==> config.mk <==
export PLATFORM = sky130hd
export DESIGN_NAME = wd_nmi_top
export DESIGN_NICKNAME = d
export VERILOG_FILES = /design/src/rtl/wd_pkg.sv /design/src/rtl/wd_regs.sv /design/src/rtl/wd_prescale.sv /design/src/rtl/wd_counter.sv /design/src/rtl/wd_nmi_top.sv
export SDC_FILE = /design/constraint.sdc
export NUM_CORES = 1
export LEC_CHECK = 0
export BUFFER_PORTS_ARGS = -buffer_cell sky130_fd_sc_hd__buf_4
export CORE_AREA = 2 2 72 67
export CTS_CLUSTER_DIAMETER = 60
export DETAILED_ROUTE_END_ITERATION = 10
export DIE_AREA = 0 0 74 69
export PLACE_DENSITY = 0.82
export SYNTH_ARGS = -nofsm -noshare
export SYNTH_HDL_FRONTEND = slang
export SYNTH_SLANG_ARGS = --single-unit
export TNS_END_PERCENT = 100
==> constraint.sdc <==
create_clock -name clk -period 1.8 [get_ports clk]
set_input_delay 0.09 -clock clk [delete_from_list [all_inputs] [get_ports clk]]
set_output_delay 0.09 -clock clk [all_outputs]
set_load 0.005 [all_outputs]
==> src/rtl/wd_pkg.sv <==
package wd_pkg;
  localparam logic [3:0] RUN_STOP = 4'hA;

  localparam int CC_DBG  = 0;
  localparam int CC_DIV  = 2;
  localparam int CC_SRC  = 4;
  localparam int CT_REST = 7;
  localparam int CT_MODE = 10;
  localparam int CT_STAT = 15;

  typedef enum logic [1:0] {
    SRC_HFA = 2'd0,
    SRC_LF  = 2'd1,
    SRC_HFB = 2'd2,
    SRC_EXT = 2'd3
  } src_e;

  typedef struct packed {
    logic       dbg_run;
    logic [1:0] div;
    src_e       src;
  } clkcfg_t;
endpackage

==> src/rtl/wd_regs.sv <==
module wd_regs
  import wd_pkg::*;
#(
  parameter logic [3:0] SRC_PRESENT = 4'b1111
) (
  input  logic        clk,
  input  logic        rst_n,
  input  logic        we,
  input  logic        addr,
  input  logic [15:0] wdata,
  input  logic        prot_open,
  input  logic        nmi_stat,
  output clkcfg_t     cfg,
  output logic [3:0]  run_code,
  output logic        mode_nmi,
  output logic        restart,
  output logic [15:0] rdata
);
  clkcfg_t    cfg_d;
  logic [3:0] run_d;
  logic       mode_d;
  logic       wr_ok;
  logic       unused_bits;

  assign wr_ok       = we && prot_open;
  assign unused_bits = ^{wdata[15:11], wdata[9:8], wdata[6:6], wdata[1]};

  always_comb begin
    cfg_d   = cfg;
    run_d   = run_code;
    mode_d  = mode_nmi;
    restart = 1'b0;
    if (wr_ok) begin
      if (!addr) begin
        cfg_d.dbg_run = wdata[CC_DBG];
        cfg_d.div     = wdata[CC_DIV+1:CC_DIV];
        if (SRC_PRESENT[wdata[CC_SRC+1:CC_SRC]])
          cfg_d.src = src_e'(wdata[CC_SRC+1:CC_SRC]);
      end else begin
        run_d   = wdata[3:0];
        mode_d  = wdata[CT_MODE];
        restart = wdata[CT_REST];
      end
    end
  end

  always_ff @(posedge clk or negedge rst_n) begin
    if (!rst_n) begin
      cfg      <= '{dbg_run: 1'b0, div: 2'd0, src: SRC_HFA};
      run_code <= RUN_STOP;
      mode_nmi <= 1'b0;
    end else begin
      cfg      <= cfg_d;
      run_code <= run_d;
      mode_nmi <= mode_d;
    end
  end

  always_comb begin
    rdata = '0;
    if (!addr) begin
      rdata[CC_DBG]           = cfg.dbg_run;
      rdata[CC_DIV+1:CC_DIV]  = cfg.div;
      rdata[CC_SRC+1:CC_SRC]  = cfg.src;
    end else begin
      rdata[3:0]     = run_code;
      rdata[CT_MODE] = mode_nmi;
      rdata[CT_STAT] = nmi_stat;
    end
  end
endmodule

==> src/rtl/wd_prescale.sv <==
module wd_prescale
  import wd_pkg::*;
#(
  parameter int DIV_BASE_LOG2 = 13,
  parameter int LOW_LOG2      = 7
) (
  input  logic       clk,
  input  logic       rst_n,
  input  logic [3:0] src_tick,
  input  src_e       src,
  input  logic [1:0] div,
  input  logic       enable,
  input  logic       clear,
  output logic       ctick
);
  localparam int HI_W  = DIV_BASE_LOG2 + 3;
  localparam int PRE_W = (HI_W > LOW_LOG2) ? HI_W : ((LOW_LOG2 > 0) ? LOW_LOG2 : 1);

  logic [PRE_W-1:0] pre_q, pre_d, term;
  logic [PRE_W:0]   span;
  logic [7:0]       shamt;
  logic             step;

  always_comb begin
    case (src)
      SRC_LF:  shamt = 8'(LOW_LOG2);
      SRC_EXT: shamt = 8'd0;
      default: shamt = 8'(DIV_BASE_LOG2) + {6'd0, div};
    endcase
    span = ({{PRE_W{1'b0}}, 1'b1} << shamt) - 1'b1;
    term = span[PRE_W-1:0];
  end

  assign step  = enable && src_tick[src];
  assign ctick = step && !clear && (pre_q >= term);

  always_comb begin
    pre_d = pre_q;
    if (clear)      pre_d = '0;
    else if (ctick) pre_d = '0;
    else if (step)  pre_d = pre_q + 1'b1;
  end

  always_ff @(posedge clk or negedge rst_n) begin
    if (!rst_n) pre_q <= '0;
    else        pre_q <= pre_d;
  end
endmodule

==> src/rtl/wd_counter.sv <==
module wd_counter #(
  parameter int TIMEOUT_TICKS = 128,
  parameter int RST_PULSE     = 4,
  localparam int CW = (TIMEOUT_TICKS > 1) ? $clog2(TIMEOUT_TICKS) : 1,
  localparam int RW = $clog2(RST_PULSE + 1)
) (
  input  logic          clk,
  input  logic          rst_n,
  input  logic          ctick,
  input  logic          clear,
  input  logic          mode_nmi,
  output logic [CW-1:0] count,
  output logic          nmi_stat,
  output logic          rst_out
);
  logic [CW-1:0] cnt_d;
  logic [RW-1:0] pulse_q, pulse_d;
  logic          stat_d;
  logic          last, expire;

  assign last   = (count == CW'(TIMEOUT_TICKS - 1));
  assign expire = ctick && !clear && last;

  always_comb begin
    cnt_d = count;
    if (clear)      cnt_d = '0;
    else if (ctick) cnt_d = last ? '0 : count + 1'b1;

    stat_d = nmi_stat;
    if (clear)                    stat_d = 1'b0;
    else if (expire && mode_nmi)  stat_d = 1'b1;

    pulse_d = pulse_q;
    if (expire && !mode_nmi)      pulse_d = RW'(RST_PULSE);
    else if (pulse_q != '0)       pulse_d = pulse_q - 1'b1;
  end

  always_ff @(posedge clk or negedge rst_n) begin
    if (!rst_n) begin
      count    <= '0;
      nmi_stat <= 1'b0;
      pulse_q  <= '0;
    end else begin
      count    <= cnt_d;
      nmi_stat <= stat_d;
      pulse_q  <= pulse_d;
    end
  end

  assign rst_out = (pulse_q != '0);
endmodule

==> src/rtl/wd_nmi_top.sv <==
module wd_nmi_top
  import wd_pkg::*;
#(
  parameter int         DIV_BASE_LOG2 = 13,
  parameter int         LOW_LOG2      = 7,
  parameter int         TIMEOUT_TICKS = 128,
  parameter int         RST_PULSE     = 4,
  parameter logic [3:0] SRC_PRESENT   = 4'b1111,
  localparam int CW = (TIMEOUT_TICKS > 1) ? $clog2(TIMEOUT_TICKS) : 1
) (
  input  logic        clk,
  input  logic        rst_n,
  input  logic [3:0]  src_tick,
  input  logic        dbg_i,
  input  logic        prot_open,
  input  logic        reg_we,
  input  logic        reg_addr,
  input  logic [15:0] reg_wdata,
  output logic [15:0] reg_rdata,
  output logic        nmi_o,
  output logic        rst_o
);
  logic [1:0]    rs_q;
  logic          srst_n;
  clkcfg_t       cfg;
  logic [3:0]    run_code;
  logic          mode_nmi, restart, nmi_stat, count_en, ctick;
  logic [CW-1:0] count;

  always_ff @(posedge clk or negedge rst_n) begin
    if (!rst_n) rs_q <= 2'b00;
    else        rs_q <= {rs_q[0], 1'b1};
  end
  assign srst_n = rs_q[1];

  assign count_en = (run_code != RUN_STOP) && !(dbg_i && !cfg.dbg_run);

  wd_regs #(.SRC_PRESENT(SRC_PRESENT)) u_regs (
    .clk(clk), .rst_n(srst_n), .we(reg_we), .addr(reg_addr), .wdata(reg_wdata),
    .prot_open(prot_open), .nmi_stat(nmi_stat), .cfg(cfg), .run_code(run_code),
    .mode_nmi(mode_nmi), .restart(restart), .rdata(reg_rdata)
  );

  wd_prescale #(.DIV_BASE_LOG2(DIV_BASE_LOG2), .LOW_LOG2(LOW_LOG2)) u_pre (
    .clk(clk), .rst_n(srst_n), .src_tick(src_tick), .src(cfg.src), .div(cfg.div),
    .enable(count_en), .clear(restart), .ctick(ctick)
  );

  wd_counter #(.TIMEOUT_TICKS(TIMEOUT_TICKS), .RST_PULSE(RST_PULSE)) u_cnt (
    .clk(clk), .rst_n(srst_n), .ctick(ctick), .clear(restart), .mode_nmi(mode_nmi),
    .count(count), .nmi_stat(nmi_stat), .rst_out(rst_o)
  );

  assign nmi_o = nmi_stat;
endmodule

==> out/results.txt <==
Status: complete, but fails checks
Failing checks: negative setup slack
Post-route DRC: 0
Syn-to-layout area delta: 31.5%
Synthesized flop and latch total: 39
Synth unique cells: 44
List of most frequent post-synthesis cells: 37 x dfrtp_1, 29 x nor2_1, 21 x ha_1
Largest net degree at the start of global routing: 38
Drt via density: 5.56
Proportion of synthesized area in mux cells: 7.51%
Vias in the first global route: 2165
Nets: 366
Worst R2R End: u_cnt.count[3]
VDD IR max: 0.688 mV
Endpoint, Worst Hold: u_regs.mode_nmi
Die width: 74 um
Top-area cell type share of the netlist area: 36.8%
Startpoint of the worst hold path: reg_wdata[10]
Post-route ant nets: 0
Root Driver: clkbuf_8
Largest family of logic cells by synthesized area: simple AND/OR/NAND/NOR gates
Critical path class: flip-flop to flip-flop
Min Tclk post-route: 2.73 ns
Initial antenna violation count: 0
Main synth FF type: dfrtp_1
Die Ht: 69 um
Most frequent CP cell: ha_4
NetSw: 824 uW
Row cnt: 23
Final WL: 6080 um
Reg power frac: 40.7%
Overall Global Routing Usage: 25.4%
Remaining Overflow, GRT: 0
Crit path launch type: flip-flop
Clk_lat worst skew: 0.29 ns
Max stage delay cell, worst path: or4b_4
Adder-cell share of the synthesized area: 10.4%
Crit path from: u_regs.cfg[3]
# IOs: 44
Clock Skews: 0.00779 ns
DR iter-0 viols: 130
Post-Synthesis Cells: 248
Syn Area/Cell: 10.1 sq um
WP buf/inv: 2
Via count: 2123
Clock buffer depth: 2
CP Max Fanout: 8
Final setup margin: -0.927 ns
CP Capture Type: flip-flop
Port bufs: 27
Placed Area: 3060 sq um
Synth Area in Simple Gates: 22.3%
Cell area after synthesis: 2510 sq um
Final hold violation count: 0
Starting Density: 57.9%
CP required: 2.02 ns
Power share of the combinational group: 36.9%
H-tree levels: 2
Sw Share: 32.4%
CP peak stage delay: 0.51 ns
Fill cells: 283
Drt first pass iters: 4
First-pass GRT wire length: 10100 um
CTS tree: yes
Area leader, netlist: dfrtp_1
Worst min path class: primary input to flip-flop
Period utilisation layout: 152%
Wire per inst: 15.9 um
Top-count cell post-synth: dfrtp_1
Clock sink count: 39
Die Area: 5110 sq um
Post-synth EDFFs: 0
Clock transition at path regs: 0.08 ns
Synth Area in XOR/XNOR: 5.22%
Detailed placer's ending HPWL: 4260 um
Final setup viols: 27
Crit-path cells: ha_4, o21bai_4, nand2b_4, ha_4, nand4_1, nor3_2, or4b_4, a31oi_4, buf_6, buf_4, nand3b_1, a21oi_2
Sequential share of the synthesized area: 38.9%
Routability cong.: 0.790
WHS Path Cells: 2
Power share of the clock group: 22.4%
Post-Layout Inst Area: 3310 sq um
Core Footprint: 4350 sq um
FFs w/ async S/R, synth: 100%
Synth Area in Compound Gates: 9.55%
Peak Freq: 0.367 GHz
Pleak: 1.61 nW
Overall power: 2.55 mW
Synth Warn #: 0
RR Startpoint: u_regs.cfg[3]
Share of post-route cells with drive strength above 1: 39.1%
Cts bufs inserted: 5
Cell-internal power: 1.72 mW
Max_cap viols: 0
RSZ-0062 raised after global routing: true
WP data arrival: 2.95 ns
Crit path max-delay family: simple AND/OR/NAND/NOR gates
Slew Limit Fails: 0
N_diodes: 0
Register-to-Register Setup Slack: -0.93 ns
Ranking of synthesized cells by area: dfrtp_1 37%, ha_1 10%, mux2_2 5.8%
R2R cell count: 12
Cell Pwr Density: 770 nW/um^2
==> layer usage <==
| metal | routed length [um] | part of all wire, % | GRT usage, % | up-vias |
|---|---|---|---|---|
| met2 | 3170 | 52 | 43.5 | 75 |
| met5 | 0 | 0 | 0 | - |
| met4 | 175 | 2.9 | 8.89 | 0 |
| met3 | 297 | 4.9 | 5.70 | 20 |
| met1 | 2440 | 40 | 30.7 | 1026 |
| li1 | - | - | - | 1002 |
==> layout by cell type, fill, tap and decap left out, types with 3 or more instances in the layout <==
cell,Yosys,final
buf_4,9,66
dfrtp_1,37,37
nor2_1,29,29
ha_1,21,19
nand2_1,19,17
mux2_2,13,13
xnor2_1,11,11
a21oi_1,15,9
conb_1,2,9
inv_1,7,7
and3_1,8,7
nand3_1,6,6
nand4_1,6,6
a21oi_2,0,6
clkbuf_8,0,5
nand2b_1,6,4
and2_1,4,4
o21ai_0,4,4
xor2_1,4,4
buf_6,3,4
nor2b_1,3,3
nor4b_4,3,3
a31oi_1,5,3
a31o_2,3,3
==> sequential cells by signal, indices dropped and copies added, names as in the netlist <==
| signal | flops |
|---|---|
| u_regs.run_code | 4 |
| u_cnt.pulse_q | 3 |
| u_pre.pre_q | 16 |
| u_regs.mode_nmi | 1 |
| u_cnt.count | 7 |
| u_regs.cfg | 5 |
| rs_q | 2 |
| u_cnt.nmi_stat | 1 |
==> cell type report <==
type / instances / area (sq um) / share of cell area, %
sequential: 39 / 978 / 29.6
multi-input combinational: 193 / 1550 / 47.0
clock inverter: 1 / 5.00 / 0.151
inverter: 7 / 26.3 / 0.795
timing repair buffer: 73 / 591 / 17.9
tap: 62 / 77.6 / 2.35
clock buffer: 7 / 76.3 / 2.31
==> worst max-delay path by stage <==
stage	slack (ns)	end	cells after the start
finish	-0.93	u_cnt.count[3]	12
global route	-1.02	u_cnt.count[0]	11
CTS	-0.91	u_cnt.count[4]	11
detailed placement	-0.94	u_cnt.count[2]	11
global placement	-0.83	u_cnt.count[2]	11
floorplan	-0.83	u_cnt.count[0]	11
==> kinds of logic after synthesis <==
logic type	Yosys count
AND/OR/NAND/NOR	96
flip-flops	39
AO/OA/AOI/OAI	36
buffers and inverters	23
adder cells (fa/ha/maj)	21
multiplexers	16
XOR/XNOR	15
other	2
==> worst register-to-register path, delay by kind of cell, from the launching register on <==
family | cells | cell delay (ns)
flops | 1 | 0.42
buf+inv | 2 | 0.28
compound gates | 3 | 0.36
simple gates | 5 | 1.05
fa+ha+maj | 2 | 0.56
==> power by group through the flow <==
stage / Sequential, mW / Clock [mW] / Combinational, mW
finish: 1.03 / 0.570 / 0.940
global route: 1.05 / 0.614 / 1.03
CTS: 1.03 / 0.577 / 0.885
detailed placement: 1.04 / 0 / 0.800
global placement: 1.04 / 0 / 0.765
floorplan: 1.07 / 0 / 0.464
==> repair_timing <==
action,4_1_cts,5_1_grt
resized for setup,17,8
hold buffers,1,0
endpoints found under the hold margin,2,0
setup buffers,1,4
endpoints found under the setup margin,27,27
pin swaps,6,3
==> metrics by stage <==
step | setup slack (ns) | setup TNS [ns] | hold slack [ns] | instances | util, %
floorplan | -0.832 | -20.02 | -0.206 | 255 | -
global placement | -0.832 | -20.35 | -0.127 | 369 | 70.4
detailed placement | -0.936 | -22.76 | -0.126 | 369 | 70.4
CTS | -0.909 | -23.64 | 0.0259 | 379 | 74.8
global route | -1.02 | -25.79 | 0.0230 | 382 | 76.1
finish | -0.927 | -23.81 | 0.0250 | 382 | 76.1
(Power assumes the default switching activity.)
